$ cat config.mk
export PLATFORM = sky130hd
export DESIGN_NAME = uart_tx_ld
export DESIGN_NICKNAME = d
export VERILOG_FILES = /design/src/rtl/uart_tx_ld_pkg.sv /design/src/rtl/uart_tx_rst_sync.sv /design/src/rtl/uart_tx_ctrl.sv /design/src/rtl/uart_tx_bitcnt.sv /design/src/rtl/uart_tx_shifter.sv /design/src/rtl/uart_tx_ld.sv
export SDC_FILE = /design/constraint.sdc
export NUM_CORES = 1
export LEC_CHECK = 0
export BUFFER_PORTS_ARGS = -buffer_cell sky130_fd_sc_hd__buf_4
export CAP_MARGIN = 20
export CORE_MARGIN = 4
export CORE_UTILIZATION = 60
export CTS_BUF_LIST = sky130_fd_sc_hd__clkbuf_8
export DETAILED_ROUTE_END_ITERATION = 7
export GPL_ROUTABILITY_DRIVEN = 0
export PLACE_DENSITY = 0.82
export SLEW_MARGIN = 10
export SYNTH_ARGS = -nofsm -noshare
export SYNTH_HDL_FRONTEND = slang
export SYNTH_SLANG_ARGS = --single-unit
export TNS_END_PERCENT = 50
$ cat constraint.sdc
create_clock -name clk -period 2.7 [get_ports clk]
set_input_delay 0.135 -clock clk [delete_from_list [all_inputs] [get_ports clk]]
set_output_delay 0.135 -clock clk [all_outputs]
set_load 0.01 [all_outputs]
$ cat src/rtl/uart_tx_ld_pkg.sv
package uart_tx_ld_pkg;

  // Controller states; the encoding carries no meaning outside the block.
  typedef enum logic [1:0] {
    ST_IDLE  = 2'd0,
    ST_PREP  = 2'd1,
    ST_SHIFT = 2'd2,
    ST_STOP  = 2'd3
  } tx_state_e;

endpackage

$ cat src/rtl/uart_tx_rst_sync.sv
module uart_tx_rst_sync #(
  parameter int STAGES = 2
) (
  input  logic clk,
  input  logic arst_n,
  output logic rst_n_o
);

  logic [STAGES-1:0] sync_q;

  // Assertion is immediate, release walks through STAGES flops.
  always_ff @(posedge clk or negedge arst_n) begin
    if (!arst_n) begin
      sync_q <= '0;
    end else begin
      sync_q <= {sync_q[STAGES-2:0], 1'b1};
    end
  end

  assign rst_n_o = sync_q[STAGES-1];

endmodule

$ cat src/rtl/uart_tx_ctrl.sv
module uart_tx_ctrl
  import uart_tx_ld_pkg::*;
(
  input  logic      clk,
  input  logic      rst_n,
  input  logic      load_i,
  input  logic      tick_i,
  input  logic      last_bit_i,
  output tx_state_e state_o,
  output logic      capture_o,
  output logic      build_o,
  output logic      advance_o
);

  tx_state_e state_q;
  tx_state_e state_d;

  // Next-state decode.
  always_comb begin
    state_d = state_q;
    unique case (state_q)
      ST_IDLE:  if (load_i)                state_d = ST_PREP;
      ST_PREP:  if (tick_i)                state_d = ST_SHIFT;
      ST_SHIFT: if (tick_i && last_bit_i)  state_d = ST_STOP;
      ST_STOP:  if (tick_i)                state_d = ST_IDLE;
      default:                             state_d = ST_IDLE;
    endcase
  end

  // State register.
  always_ff @(posedge clk or negedge rst_n) begin
    if (!rst_n) begin
      state_q <= ST_IDLE;
    end else begin
      state_q <= state_d;
    end
  end

  assign state_o   = state_q;
  assign capture_o = (state_q == ST_IDLE) && load_i;
  assign build_o   = (state_q == ST_PREP);
  assign advance_o = (state_q == ST_SHIFT) && tick_i;

  // a strobe in idle always leads to the preparation state.
  p_load_accept_r2: assert property (@(posedge clk) disable iff (!rst_n)
    (state_q == ST_IDLE && load_i) |=> (state_q == ST_PREP));

  // while a frame runs, a strobe never restarts preparation.
  p_load_ignored_r7: assert property (@(posedge clk) disable iff (!rst_n)
    ((state_q == ST_SHIFT || state_q == ST_STOP) && load_i) |=> (state_q != ST_PREP));

  // the counter's last-bit flag ends shifting on that tick.
  p_shift_exit_r5: assert property (@(posedge clk) disable iff (!rst_n)
    (state_q == ST_SHIFT && tick_i && last_bit_i) |=> (state_q == ST_STOP));

  // stop lasts until a tick, then the block is idle again.
  p_stop_release_r6: assert property (@(posedge clk) disable iff (!rst_n)
    (state_q == ST_STOP && tick_i) |=> (state_q == ST_IDLE));

  // without a tick the stop state holds.
  p_stop_hold_r5: assert property (@(posedge clk) disable iff (!rst_n)
    (state_q == ST_STOP && !tick_i) |=> (state_q == ST_STOP));

endmodule

$ cat src/rtl/uart_tx_bitcnt.sv
module uart_tx_bitcnt #(
  parameter int FRAME_BITS = 9
) (
  input  logic clk,
  input  logic rst_n,
  input  logic preset_i,
  input  logic dec_i,
  output logic last_o
);

  localparam int CNT_W = $clog2(FRAME_BITS + 1);

  logic [CNT_W-1:0] cnt_q;
  logic [CNT_W-1:0] cnt_d;

  always_comb begin
    cnt_d = cnt_q;
    if (preset_i) begin
      cnt_d = CNT_W'(FRAME_BITS);
    end else if (dec_i && (cnt_q != '0)) begin
      cnt_d = cnt_q - CNT_W'(1);
    end
  end

  always_ff @(posedge clk or negedge rst_n) begin
    if (!rst_n) begin
      cnt_q <= '0;
    end else if (preset_i || dec_i) begin
      cnt_q <= cnt_d;
    end
  end

  assign last_o = (cnt_q == CNT_W'(1));

  // the count never leaves the frame length.
  p_count_range_r4: assert property (@(posedge clk) disable iff (!rst_n)
    cnt_q <= CNT_W'(FRAME_BITS));

  // each shift step consumes exactly one count.
  p_count_step_r4: assert property (@(posedge clk) disable iff (!rst_n)
    (dec_i && !preset_i && cnt_q != '0) |=> (cnt_q == $past(cnt_q) - CNT_W'(1)));

endmodule

$ cat src/rtl/uart_tx_shifter.sv
module uart_tx_shifter #(
  parameter int DATA_W = 8
) (
  input  logic              clk,
  input  logic              rst_n,
  input  logic              capture_i,
  input  logic [DATA_W-1:0] data_i,
  input  logic              build_i,
  input  logic              advance_i,
  output logic              bit_o
);

  localparam int SH_W = DATA_W + 1;

  logic [DATA_W-1:0] hold_q;
  logic [SH_W-1:0]   sh_q;
  logic [SH_W-1:0]   sh_d;

  // Byte holding register, enabled only by an accepted strobe.
  always_ff @(posedge clk or negedge rst_n) begin
    if (!rst_n) begin
      hold_q <= '0;
    end else if (capture_i) begin
      hold_q <= data_i;
    end
  end

  // Frame assembly places the start bit at the output end; shifting
  // moves toward bit 0 and back-fills with the idle level.
  always_comb begin
    sh_d = sh_q;
    if (build_i) begin
      sh_d = {hold_q, 1'b0};
    end else if (advance_i) begin
      sh_d = {1'b1, sh_q[SH_W-1:1]};
    end
  end

  always_ff @(posedge clk or negedge rst_n) begin
    if (!rst_n) begin
      sh_q <= '1;
    end else if (build_i || advance_i) begin
      sh_q <= sh_d;
    end
  end

  assign bit_o = sh_q[0];

  // a freshly built frame starts with a low bit.
  p_frame_start_low_r3: assert property (@(posedge clk) disable iff (!rst_n)
    build_i |=> (sh_q[0] == 1'b0));

  // the held byte is stable unless a strobe was accepted.
  p_hold_kept_r7: assert property (@(posedge clk) disable iff (!rst_n)
    (!capture_i && !build_i) |=> $stable(hold_q) || $past(capture_i));

endmodule

$ cat src/rtl/uart_tx_ld.sv
module uart_tx_ld
  import uart_tx_ld_pkg::*;
#(
  parameter int DATA_W      = 8,
  parameter int SYNC_STAGES = 2
) (
  input  logic              clk,
  input  logic              arst_n,
  input  logic              load_i,
  input  logic [DATA_W-1:0] data_i,
  input  logic              bit_tick_i,
  output logic              line_o,
  output logic              busy_o
);

  localparam int FRAME_BITS = DATA_W + 1;

  logic      rst_n;
  tx_state_e state;
  logic      capture;
  logic      build;
  logic      advance;
  logic      last_bit;
  logic      ser_bit;

  uart_tx_rst_sync #(
    .STAGES (SYNC_STAGES)
  ) rst_sync_i (
    .clk     (clk),
    .arst_n  (arst_n),
    .rst_n_o (rst_n)
  );

  uart_tx_ctrl ctrl_i (
    .clk        (clk),
    .rst_n      (rst_n),
    .load_i     (load_i),
    .tick_i     (bit_tick_i),
    .last_bit_i (last_bit),
    .state_o    (state),
    .capture_o  (capture),
    .build_o    (build),
    .advance_o  (advance)
  );

  uart_tx_bitcnt #(
    .FRAME_BITS (FRAME_BITS)
  ) bitcnt_i (
    .clk      (clk),
    .rst_n    (rst_n),
    .preset_i (build),
    .dec_i    (advance),
    .last_o   (last_bit)
  );

  uart_tx_shifter #(
    .DATA_W (DATA_W)
  ) shifter_i (
    .clk       (clk),
    .rst_n     (rst_n),
    .capture_i (capture),
    .data_i    (data_i),
    .build_i   (build),
    .advance_i (advance),
    .bit_o     (ser_bit)
  );

  // Only the shifting state exposes the shift register.
  assign line_o = (state == ST_SHIFT) ? ser_bit : 1'b1;
  assign busy_o = (state != ST_IDLE);

  // quiet line whenever the block is idle.
  p_idle_line_high_r8: assert property (@(posedge clk) disable iff (!rst_n)
    !busy_o |-> line_o);

  // the line moves only right after a tick.
  p_line_on_tick_r9: assert property (@(posedge clk) disable iff (!rst_n)
    !$stable(line_o) |-> $past(bit_tick_i));

  // busy falls only on a tick.
  p_busy_fall_r6: assert property (@(posedge clk) disable iff (!rst_n)
    $fell(busy_o) |-> $past(bit_tick_i));

  // busy rises only from an accepted strobe.
  p_busy_rise_r2: assert property (@(posedge clk) disable iff (!rst_n)
    $rose(busy_o) |-> $past(load_i));

endmodule

==> key figures <==
Run status
  – Status: complete, no violations

Timing
  – Slew Viols, Final: 0
  – Min cycle time layout: 1.92 ns
  – Final Skew: 0.00143 ns
  – Fmax: 0.522 GHz
  – Final setup vio count: 0
  – Worst slew pin tran: 0.876 ns
  – Final Hold Viols: 0
  – Rel. slew slack: 41.6%
  – Post-route setup TNS: 0 ns
  – Period Utilization, post-route: 71.0%
  – Setup repair after global routing missed its margin: no

Floorplanning
  – Core Rows: 15
  – Core area: 1800 um^2
  – # IOs: 14
  – Die Height: 52.5 um
  – Die X: 52.5 um
  – Initial Util: 65.9%
  – Die area: 2750 um^2

Clocking
  – Clock sink count: 25
  – Total CTS buffers: 3
  – # resized after CTS: 0
  – Clock Tree Root: clkbuf_8
  – CTS H-Tree Depth: 1
  – Clk buf depth: 2
  – Clk Latency, worst-skew pair: 0.26 ns
  – CTS tree: built
  – Clock-pin slew on the worst setup and hold paths: 0.08 ns

Logic synthesis
  – Main synth FF type: dfrtp_1
  – Yosys warns: 0
  – Async S/R FF share, synth: 100%
  – Syn Nets: 118
  – Register bit count reported by yosys: 25
  – Post-Synthesis Cells: 100
  – Register area share after synthesis: 53.6%
  – Unique masters post-synth: 31
  – Post-synth EDFFs: 0
  – Post-Syn Area: 1190 um^2
  – Avg Inst Size Synth: 11.9 um^2

Critical path
  – Crit Path Max Fanout: 23
  – Arrival @ worst endpoint: 2.06 ns
  – Startpoint types: flip-flop
  – Critical path class: flip-flop to flip-flop
  – Crit end category: flip-flop
  – Reg2reg setup slack: 0.78 ns
  – Worst Path Required: 2.85 ns

Power
  – Sw power: 0.489 mW
  – Final Total Pwr: 1.45 mW
  – Sw frac: 33.8%
  – Reg power frac: 47.5%
  – Pint: 0.960 mW
  – Clock power share: 14.7%
  – Static Leak: 0.613 nW
  – Peak VDD IR: 0.000578 V
  – Comb pwr share: 37.8%
  – Pwr per Cell Area: 1070 nW/um^2

Routing
  – WL/cell: 14.9 um
  – First-pass DRT Iterations: 4
  – DR DRC count: 0
  – Routed WL: 2090 um
  – ANT nets after route: 0
  – Total number of vias: 776
  – DR vias/cell: 5.54
  – Starting DRT DRC Count: 8

Place
  – PortBufs: 13
  – Placed cell count: 135
  – Post-DP HPWL: 1490 um

Global route
  – Largest net degree at the start of global routing: 24
  – First-pass GRT wire length: 3640 um
  – Grt ovf: 0
  – Vias in the first global route: 846
  – GRT Overall Usage: 18.2%
  – Antenna violations before repair: 0

Cells and area
  – FILL cells: 137
  – Final Non-Filler Cells: 140
  – Register area: 637 um^2
  – Area grow syn2layout: 14.5%
  – Share of cells above drive strength 1: 33.0%
  – Final #Nets: 134
  – Ant. Diodes: 0
  – Area of the multi-input gates: 515 um^2

Job
  – Max_cap viols: 0

Min path
  – Worst hold-check path type: input pin to flip-flop
## Yosys cell counts, types with 2 or more instances
master	n	area [um^2]
mux2_2	8	90.1
inv_1	6	22.5
nand2_1	12	45.0
dfstp_2	9	236
or3b_1	2	17.5
o21ai_1	7	35.0
nand4bb_1	2	22.5
clkbuf_1	2	7.51
dfrtp_1	16	400
mux2i_1	7	70.1
ha_1	6	75.1
o21ai_0	4	20.0
## power groups by stage
stage          sequential, mW  combinational (mW)  clock, mW
4_1_cts                 0.688               0.553      0.220
5_1_grt                 0.710               0.611      0.239
2_1_floorplan           0.655               0.437          0
3_3_place_gp            0.677               0.518          0
6_report                0.689               0.548      0.213
3_5_place_dp            0.690               0.549          0
## metal layers
| layer | wire (um) | global-route usage (%) | vias up |
|---|---|---|---|
| met2 | 1020 | 30.0 | 17 |
| met3 | 61 | 3.70 | 8 |
| li1 | - | - | 378 |
| met4 | 80 | 11.5 | 0 |
| met1 | 922 | 21.5 | 373 |
| met5 | 0 | 0 | - |
## cells by family (layout without fill, tap and decap cells)
| logic type | Yosys count | count (layout) | synth area share [%] |
|---|---|---|---|
| compound gates | 17 | 17 | 9.48 |
| fa+ha+maj | 6 | 6 | 6.32 |
| buf+inv | 9 | 24 | 2.95 |
| flops | 25 | 25 | 53.6 |
| mux | 16 | 16 | 14.4 |
| other cells | 1 | 1 | 0.316 |
| simple gates | 26 | 26 | 12.9 |
## area by class of cell
class / instances / area share [%]
clock buffers: 3 / 3.04
clock inverters: 1 / 0.368
inverters: 6 / 1.66
multi-input cells: 66 / 37.9
flip-flops and latches: 25 / 46.8
well taps: 25 / 2.30
repair buffers: 14 / 7.91
## through the flow
step | setup WS (ns) | instance area, um^2 | util [%] | hold WS [ns]
floorplan | 1.20 | 1190 | - | -0.161
global placement | 0.884 | 1300 | 72.4 | -0.0817
detailed placement | 0.792 | 1300 | 72.4 | -0.0797
CTS | 0.789 | 1360 | 75.5 | 0.0947
global route | 0.650 | 1360 | 75.5 | 0.0979
finish | 0.783 | 1360 | 75.5 | 0.101
## repair_timing
| item | in CTS | in global routing |
|---|---|---|
| endpoints found under the hold margin | 2 | 0 |
| buffers inserted | 0 | 0 |
| hold buffers | 1 | 0 |
## sequential cells by signal, summed over array words and instances, names as in the netlist
name / cells
bitcnt_i.cnt_q: 4
ctrl_i.state_o: 2
rst_sync_i.sync_q: 2
shifter_i.hold_q: 8
shifter_i.sh_q: 9
## worst max-delay path, stage by stage (launching register included)
cell	delay, ns
dfrtp_1	0.40
inv_1	0.08
ha_1	0.43
o21ba_2	0.33
a221oi_2	0.21
mux2_1	0.35
## placed cells by master, fill, tap and decap left out, drive strengths merged
| cell type | count |
|---|---|
| a21oi | 2 |
| a221oi | 1 |
| and2 | 1 |
| buf | 13 |
| clkbuf | 3 |
| clkinv | 1 |
| conb | 1 |
| dfrtp | 16 |
| dfstp | 9 |
| dlygate4sd3 | 1 |
| ha | 6 |
| inv | 6 |
| mux2 | 9 |
| mux2i | 7 |
| nand2 | 13 |
| nand3 | 1 |
| nand3b | 1 |
| nand4bb | 2 |
| nor2 | 1 |
| nor2b | 1 |
| nor3 | 1 |
| nor3b | 1 |
| o21ai | 11 |
| o21ba | 1 |
| o32a | 1 |
| o41ai | 1 |
| or2b | 1 |
| or3b | 2 |
| or4 | 1 |
## path summary, 6_finish.rpt
kind                                                startpoint                               to  cells past startpoint
max in group asynchronous       rst_sync_i.sync_q[1]$_DFF_PN0_  shifter_i.hold_q[7]$_DFFE_PN0P_                      0
worst min register to register  rst_sync_i.sync_q[0]$_DFF_PN0_   rst_sync_i.sync_q[1]$_DFF_PN0_                      0
worst min-delay path                                 data_i[3]  shifter_i.hold_q[3]$_DFFE_PN0P_                      2
min in group asynchronous                               arst_n   rst_sync_i.sync_q[0]$_DFF_PN0_                      2
worst max register to register   ctrl_i.state_o[1]$_DFFE_PN0P_    ctrl_i.state_o[1]$_DFFE_PN0P_                      5
worst max-delay path             ctrl_i.state_o[1]$_DFFE_PN0P_    ctrl_i.state_o[1]$_DFFE_PN0P_                      5
No activity file was read; power rests on OpenSTA's default activity.
